==> src/rtl/twi_mem_reader.sv <==
module twi_mem_reader #(
  parameter logic [6:0] DEV_ADDR = 7'h50,
  parameter int         AW       = 8
) (
  input  logic          clk,
  input  logic          rst_n,
  input  logic          scl_i,
  input  logic          sda_i,
  output logic          sda_oe,
  output logic [AW-1:0] mem_addr,
  input  logic [7:0]    mem_rdata
);

  typedef enum logic [3:0] {
    S_IDLE, S_DEV, S_ADEV, S_WHI, S_AHI, S_WLO, S_ALO, S_WAIT, S_TX, S_RACK
  } st_t;

  st_t          st;
  logic [1:0]   scl_sy, sda_sy;
  logic         scl_d, sda_d;
  logic [3:0]   cnt;
  logic [7:0]   sr, ahi, txsr;
  logic         rw, mack;
  logic [AW-1:0] actr;

  wire scl     = scl_sy[1];
  wire sda     = sda_sy[1];
  wire start_c = scl & scl_d & sda_d & ~sda;
  wire stop_c  = scl & scl_d & ~sda_d & sda;
  wire rise    = scl & ~scl_d;
  wire fall    = ~scl & scl_d;
  wire rx      = (st == S_DEV) || (st == S_WHI) || (st == S_WLO);
  wire byte_in = fall && cnt == 4'd8;

  always_ff @(posedge clk or negedge rst_n) begin
    if (!rst_n) begin
      scl_sy <= 2'b11;
      sda_sy <= 2'b11;
      scl_d  <= 1'b1;
      sda_d  <= 1'b1;
    end else begin
      scl_sy <= {scl_sy[0], scl_i};
      sda_sy <= {sda_sy[0], sda_i};
      scl_d  <= scl;
      sda_d  <= sda;
    end
  end

  always_ff @(posedge clk or negedge rst_n) begin
    if (!rst_n) begin
      st   <= S_IDLE;
      cnt  <= '0;
      sr   <= '0;
      ahi  <= '0;
      txsr <= '0;
      rw   <= 1'b0;
      mack <= 1'b0;
      actr <= '0;
    end else if (stop_c) begin
      st <= S_IDLE;
    end else if (start_c) begin
      st  <= S_DEV;
      cnt <= '0;
    end else begin
      if (rx && rise && cnt != 4'd8) begin
        sr  <= {sr[6:0], sda};
        cnt <= cnt + 4'd1;
      end
      case (st)
        S_DEV: if (byte_in) begin
          cnt <= '0;
          rw  <= sr[0];
          st  <= (sr[7:1] == DEV_ADDR) ? S_ADEV : S_WAIT;
        end
        S_ADEV: if (fall) begin
          cnt <= '0;
          if (rw) begin
            txsr <= mem_rdata;
            st   <= S_TX;
          end else begin
            st <= S_WHI;
          end
        end
        S_WHI: if (byte_in) begin
          cnt <= '0;
          ahi <= sr;
          st  <= S_AHI;
        end
        S_AHI: if (fall) st <= S_WLO;
        S_WLO: if (byte_in) begin
          cnt  <= '0;
          actr <= AW'({ahi, sr});
          st   <= S_ALO;
        end
        S_ALO: if (fall) st <= S_WAIT;
        S_TX: if (fall) begin
          if (cnt == 4'd7) begin
            cnt  <= '0;
            actr <= actr + 1'b1;
            st   <= S_RACK;
          end else begin
            txsr <= {txsr[6:0], 1'b1};
            cnt  <= cnt + 4'd1;
          end
        end
        S_RACK: begin
          if (rise) mack <= ~sda;
          if (fall) begin
            if (mack) begin
              txsr <= mem_rdata;
              st   <= S_TX;
            end else begin
              st <= S_WAIT;
            end
          end
        end
        default: ;
      endcase
    end
  end

  assign sda_oe   = (st == S_ADEV) || (st == S_AHI) || (st == S_ALO) ||
                    ((st == S_TX) && !txsr[7]);
  assign mem_addr = actr;

endmodule

==> config.mk <==
export PLATFORM = sky130hd
export DESIGN_NAME = twi_mem_reader
export DESIGN_NICKNAME = d
export VERILOG_FILES = /design/src/rtl/twi_mem_reader.sv
export SDC_FILE = /design/constraint.sdc
export NUM_CORES = 1
export LEC_CHECK = 0
export BUFFER_PORTS_ARGS = -buffer_cell sky130_fd_sc_hd__buf_2
export CAP_MARGIN = 20
export CELL_PAD_IN_SITES_DETAIL_PLACEMENT = 1
export CELL_PAD_IN_SITES_GLOBAL_PLACEMENT = 1
export CORE_MARGIN = 4
export CORE_UTILIZATION = 25
export DETAILED_ROUTE_END_ITERATION = 7
export HOLD_SLACK_MARGIN = 0.12
export PLACE_DENSITY_LB_ADDON = 0.1
export SLEW_MARGIN = 20
export SYNTH_ARGS = -nofsm -noshare
export SYNTH_HDL_FRONTEND = slang
export SYNTH_SLANG_ARGS = --single-unit
==> constraint.sdc <==
create_clock -name clk -period 1.8 [get_ports clk]
set_input_delay 0.09 -clock clk [delete_from_list [all_inputs] [get_ports clk]]
set_output_delay 0.09 -clock clk [all_outputs]
set_load 0.03 [all_outputs]
==> results of run 1 <==
## critical path, delay by kind of cell, from the launching register on
family | cells | cell delay, ps
flip-flops | 1 | 440
buffers and inverters | 4 | 520
AO/OA/AOI/OAI | 4 | 780
## metal layers
metal  share of wire  vias to the layer above
met4          0.0076                        0
met3           0.022                        4
met1            0.51                     1039
met2            0.47                       17
li1                -                     1056
met5               0                        -
## cells in the mapped netlist (all sizes together) (4+ instances only)
cell type  instances  area [µm²]
mux2i              4        40.0
mux2              16         180
buf               10        51.3
clkbuf             5        18.8
o21ai             12        60.1
nand3             15        75.1
a31oi              5        37.5
dfrtp             34         851
a21oi             19        98.9
dfstp              6         158
nor4b              5        73.8
nand2b             6        37.5
nor2               7        26.3
nand2             39         146
and3               4        25.0
inv                8        30.0
o22ai              4        25.0
## what timing repair did
| item | in CTS | in global routing |
|---|---|---|
| cloned | 0 | 0 |
| buffers inserted | 7 | 14 |
| pin swaps | 7 | 10 |
| hold endpoints to repair | 43 | 0 |
| gates resized for setup | 26 | 36 |
| hold buffers | 4 | 0 |
| endpoints found under the setup margin | 31 | 33 |
## power by group
group	leakage [nW]	switching [mW]	internal, mW
clock	0.0510	0.343	0.307
sequential	0.495	0.285	1.20
combinational	0.995	0.900	1.03
## state kept, by name, indices dropped and copies added (netlist names)
| name | cells |
|---|---|
| mem_addr | 8 |
| mack | 1 |
| scl_d | 1 |
| st | 4 |
| scl_sy | 2 |
| cnt | 4 |
| sda_sy | 2 |
| sr | 8 |
| rw | 1 |
| sda_d | 1 |
| txsr | 8 |
## how the worst max path moves through the flow
stage | startpoint | to | slack (ps) | cells after the start
finish | st[1]$_DFFE_PN0P_ | st[0]$_DFFE_PN0P_ | -50 | 8
global route | st[0]$_DFFE_PN0P_ | st[0]$_DFFE_PN0P_ | -170 | 7
CTS | scl_d$_DFF_PN1_ | txsr[2]$_DFFE_PN0P_ | -10 | 6
detailed placement | st[3]$_DFFE_PN0P_ | txsr[3]$_DFFE_PN0P_ | -210 | 6
global placement | st[3]$_DFFE_PN0P_ | txsr[5]$_DFFE_PN0P_ | -210 | 6
floorplan | scl_d$_DFF_PN1_ | txsr[3]$_DFFE_PN0P_ | -210 | 6
## layout make-up
type                    count  area share
inverters                   8     0.00877
clock buffers               6      0.0241
multi-input cells         179       0.399
well taps                 108      0.0394
repair buffers             98       0.230
clock inverters             2     0.00292
flip-flops and latches     40       0.295
## cell families after synthesis
kind of cell             Yosys count  share of synthesized area
flip-flops                        40                      0.438
AND/OR/NAND/NOR                   96                      0.235
AO/OA/AOI/OAI                     58                      0.164
multiplexers                      20                     0.0957
XOR/XNOR                           2                    0.00761
buffers and inverters             23                     0.0435
adder cells (fa/ha/maj)            3                     0.0163
## per-stage QoR
stage,util,TNS [ps],hold WS (ps)
4_1_cts,0.361,-77.4,121
6_report,0.387,-87.0,125
3_3_place_gp,0.330,-2960,64.5
2_1_floorplan,-,-1370,-206
3_5_place_dp,0.330,-3420,59.8
5_1_grt,0.387,-1600,128
==> results.py, run 1 <==
metrics = {
    "routing": {
        "wl_per_cell_um": 15.8,
        "routed_wl_mm": 6.97,
        "route.detailed.drc": 0,
        "num_vias": 2116,
        "first_pass_iters": 4,
        "viasPerCell": 4.80,
        "ant_nets": 0,
        "first_iter_violations": 88,
    },
    "final_layout": {
        "fillers": 1027,
        "layout.nets": 347,
        "mostFrequentLayoutCell": "buf_4",
        "final_cell_count_no_fill": 441,
        "drive_above_1_share": 0.483,
        "multi_input_area_um2": 1370,
        "design_area_um2": 3430,
        "layout_common_cells": "59 x buf_4, 39 x nand2_1, 31 x dfrtp_1",
        "area_delta_synth_final_pct": 48.9,
        "diodes": 0,
        "ff_latch_area_um2": 1010,
    },
    "place": {
        "numPortBuffers": 20,
        "dp_hpwl_mm": 4.98,
        "place_ws_ps": -213,
        "gp_congestion": 0.775,
        "placed_cells": 409,
        "placed_area_um2": 2920,
    },
    "die": {
        "io_pins": 21,
        "core_area_um2": 8850,
        "die_area_um2": 10800,
        "rows": 34,
        "fp.dieH_um": 104,
        "start_util": 0.260,
        "die_x_um": 104,
    },
    "setup_path": {
        "rr_endpoint": "st[0]$_DFFE_PN0P_",
        "critical_path_required_ps": 1980,
        "path_common_cell": "buf_6",
        "cp_max_fo": 5,
        "cp_cell_sequence": "buf_6 -> buf_4 -> o21bai_2 -> o211ai_1 -> o211a_1 -> buf_6 -> buf_6 -> o31a_1",
        "crit-reg2reg-launch": "st[1]$_DFFE_PN0P_",
        "cp.arrival_ps": 2030,
        "path_class": "flop to flop",
        "crit_slowest_cell": "dfrtp_2",
        "cp-end-kind": "flop",
        "rrSetupSlack_ps": -50,
        "slowest_delay_ps": 440,
        "start_kind": "flop",
        "rr_worst_depth": 8,
    },
    "power_and_ir_drop": {
        "power_density_nw_per_um2": 1190,
        "ir_worst_vdd_mv": 0.461,
        "leakagePower_nw": 1.54,
        "total_power_mw": 4.06,
    },
    "timing": {
        "clock.fmax_ghz": 0.540,
        "final-hold-violation-count": 0,
        "fin_crit_sh": 1.03,
        "maxSlewViolCount": 0,
        "rsz0062_at_grt": "yes",
        "tightest_slew_ps": 432,
        "clock_skew_ps": 4.86,
        "setup_violations": 5,
        "layout_setup_ws_ps": -50.7,
        "fin_crit_ps": 1850,
        "slew-limit-headroom": 0.712,
    },
    "synth": {
        "seq_area_frac_synth": 0.438,
        "synthDistinctLibCells": 53,
        "dominantRegCellSynth": "dfrtp_1",
        "netlist_instances": 242,
        "synth_nets": 257,
        "syn_area_um2": 2300,
        "synth_edf_count": 0,
        "syn_avg_cell_area_um2": 9.51,
        "ys_warn_count": 0,
        "ys_seq_elements": 40,
        "synth-async-reset-ratio": 1.00,
    },
    "global_route": {
        "grt_pass1_wl_mm": 11.5,
        "grt_usage": 0.131,
        "use_met1": 0.182,
        "grt-ovfl-total": 0,
        "grt_max_degree": 26,
        "antenna_found_initial": 0,
        "met3_usage": 0.0261,
        "grtUsageMet2": 0.208,
        "first_global_vias": 2172,
        "grt_busiest_layer": "met2",
    },
    "clock_tree": {
        "cts_buffer_depth": 2,
        "clock_sinks": 40,
        "clk_latency_ps": 290,
        "cts_buffers": 5,
        "htreeDepth": 2,
        "clkSlewWorstSetupHoldPaths_ps": 90,
        "cts_tree": "done",
        "cts_root_buf": "clkbuf_8",
    },
    "status": {
        "status": "complete, but fails checks",
        "violations": "negative setup slack",
    },
    "worst_hold_path": {
        "min_to": "txsr[4]$_DFFE_PN0P_",
        "hold_depth": 4,
        "hold_path_startpoint": "mem_rdata[4]",
        "min_path_type": "input pin to flop",
    },
    "flow_run": {
        "cap_violations": 0,
    },
}
Note: power is estimated with default switching activity, not from simulation.
==> inputs of run 2 (changes only) <==
ABC_AREA = 1   (was unset)
MAX_ROUTING_LAYER = met4   (was unset)
==> results.py, run 2 <==
metrics = {
    "routing": {
        "wl_per_cell_um": 13.9,
        "first_pass_iters": 4,
        "viasPerCell": 4.53,
        "route.detailed.drc": 0,
        "routed_wl_mm": 6.54,
        "num_vias": 2129,
        "first_iter_violations": 77,
        "ant_nets": 0,
    },
    "place": {
        "gp_congestion": 0.797,
        "numPortBuffers": 20,
        "placed_cells": 448,
        "dp_hpwl_mm": 5.03,
    },
    "setup_path": {
        "cp.arrival_ps": 1610,
        "slowest_delay_ps": 390,
        "cp_max_fo": 8,
        "rr_endpoint": "txsr[5]$_DFFE_PN0P_",
        "crit-reg2reg-launch": "cnt[0]$_DFFE_PN0P_",
        "rrSetupSlack_ps": 130,
        "start_kind": "flop",
        "cp-end-kind": "primary output",
        "crit_slowest_cell": "dfrtp_1",
        "path_class": "flop to primary output",
        "critical_path_required_ps": 1710,
        "cp_top_family": "buffers and inverters",
        "cp_num_buf_inv": 4,
        "rr_worst_depth": 9,
        "cp_cell_sequence": "buf_4 -> nor2_4 -> nand2_4 -> buf_4 -> buf_6 -> o21ai_4 -> buf_6",
    },
    "clock_tree": {
        "cts_tree": "done",
        "clkSlewWorstSetupHoldPaths_ps": 90,
        "htreeDepth": 2,
        "clock_sinks": 40,
        "cts_buffers": 5,
        "clk_latency_ps": 300,
        "cts_root_buf": "clkbuf_8",
        "cts_buffer_depth": 2,
    },
    "power_and_ir_drop": {
        "ir_worst_vdd_mv": 0.550,
        "leakagePower_nw": 1.53,
        "power_density_nw_per_um2": 1510,
        "total_power_mw": 4.64,
    },
    "die": {
        "die_area_um2": 11000,
        "die_x_um": 105,
        "core_area_um2": 9200,
        "fp.dieH_um": 105,
        "io_pins": 21,
        "rows": 35,
        "start_util": 0.256,
    },
    "synth": {
        "synth_nets": 310,
        "yosysMostFrequentCell": "nand2_1",
        "synth_area_leaders": "dfrtp_1 36%, nand2_1 13%, dfstp_2 6.7%",
        "synth-async-reset-ratio": 1.00,
        "synthTopCellsByCount": "81 x nand2_1, 34 x dfrtp_1, 24 x inv_1, 24 x nand3_1, 16 x nor2_1",
        "syn_area_um2": 2350,
        "synth.largest_area_cell": "dfrtp_1",
        "synth_edf_count": 0,
        "netlist_instances": 295,
        "seq_area_frac_synth": 0.429,
        "dominantRegCellSynth": "dfrtp_1",
        "syn_avg_cell_area_um2": 7.97,
        "synthDistinctLibCells": 34,
        "ys_seq_elements": 40,
        "ys_warn_count": 0,
        "synth_top_area_share": 0.362,
    },
    "global_route": {
        "grt_max_degree": 27,
        "first_global_vias": 2215,
        "grt_pass1_wl_mm": 11.2,
        "grt_usage": 0.129,
        "grt-ovfl-total": 0,
        "antenna_found_initial": 0,
    },
    "status": {
        "status": "completed",
    },
    "timing": {
        "maxSlewViolCount": 0,
        "rsz0062_at_grt": "no",
        "slew-limit-headroom": 0.728,
        "setup_violations": 0,
        "clock.fmax_ghz": 0.588,
        "clock_skew_ps": 5.15,
        "fin_crit_ps": 1700,
        "tightest_slew_ps": 408,
        "final-hold-violation-count": 0,
        "fin_crit_sh": 0.945,
    },
    "final_layout": {
        "drive_above_1_share": 0.329,
        "final_util": 0.335,
        "mostFrequentLayoutCell": "nand2_1",
        "final_cell_count_no_fill": 470,
        "area_delta_synth_final_pct": 31.0,
        "diodes": 0,
        "layout.nets": 373,
        "layout_common_cells": "79 x nand2_1, 33 x dfrtp_1, 29 x buf_4",
    },
    "worst_hold_path": {
        "min_path_type": "input pin to asynchronous set/reset pin",
    },
    "flow_run": {
        "cap_violations": 0,
    },
}
[run 2: cell count changes after synthesis, moves of 8 or more]
cell	change
nor2_2	+10
nand2_2	+8
nand2_1	+42
a21oi_1	-11
inv_2	+8
nand3_1	+9
nor2_1	+9
o21ai_1	+10
mux2_2	-14
o21ai_2	+11
inv_1	+16
[run 2: worst max path at each step]
| stage | from | to | slack, ps | cells after the start |
|---|---|---|---|---|
| floorplan | st[3]$_DFFE_PN0P_ | sda_oe | 20 | 6 |
| CTS | st[2]$_DFFE_PN0P_ | sda_oe | 9 | 7 |
| global route | cnt[0]$_DFFE_PN0P_ | sr[1]$_DFFE_PN0P_ | 2 | 10 |
| finish | st[2]$_DFFE_PN0P_ | sda_oe | 100 | 7 |
| global placement | cnt[0]$_DFFE_PN0P_ | mem_addr[1]$_DFFE_PN0P_ | -4 | 11 |
| detailed placement | cnt[0]$_DFFE_PN0P_ | mem_addr[1]$_DFFE_PN0P_ | -90 | 11 |
[run 2: report_power, final]
group          switching [mW]  total, mW  internal [mW]
sequential              0.280       1.51           1.23
combinational            1.43       2.37          0.941
clock                   0.347      0.760          0.412
[run 2: cells by family after synthesis]
kind of cell / Yosys count / share of synthesized area
compound gates: 45 / 0.123
xor+xnor: 4 / 0.0149
fa+ha+maj: 3 / 0.0160
buf+inv: 40 / 0.0750
flops: 40 / 0.429
mux: 7 / 0.0298
simple gates: 156 / 0.312
[run 2: metrics by stage]
stage | hold slack, ps | worst slack [ps] | TNS [ps] | area, µm²
after floorplan | -206 | 16.2 | 0 | 2350
after global placement | 43.6 | -4.29 | -8.30 | 2770
after detailed placement | 49.2 | -92.0 | -683 | 2770
after CTS | 129 | 9.11 | 0 | 3010
after global routing | 279 | 2.29 | 0 | 3080
final | 245 | 98.5 | 0 | 3080
[run 2: final cells by class]
type | count | area, µm²
Multi-Input combinational cell | 215 | 1210
Fill cell | 1125 | 6120
Sequential cell | 40 | 1010
Clock inverter | 2 | 35.0
Inverter | 33 | 124
Tap cell | 111 | 139
Clock buffer | 6 | 72.6
Timing Repair Buffer | 63 | 485
[run 2: metal layers]
metal  up-vias  global-route usage  routed length [µm]
li1       1077                   -                   -
met1      1020               0.180                3330
met2        25               0.195                2980
met3         7              0.0222                 154
met4         0              0.0337                  77
met5         -                   -                   0
[run 2: what timing repair did]
action                                  4_1_cts  5_1_grt
setup buffers                                 2        2
pin swaps                                     0        8
resized for setup                             3       16
endpoints found under the hold margin        43        1
hold buffers                                 10        1
endpoints found under the setup margin       14       20
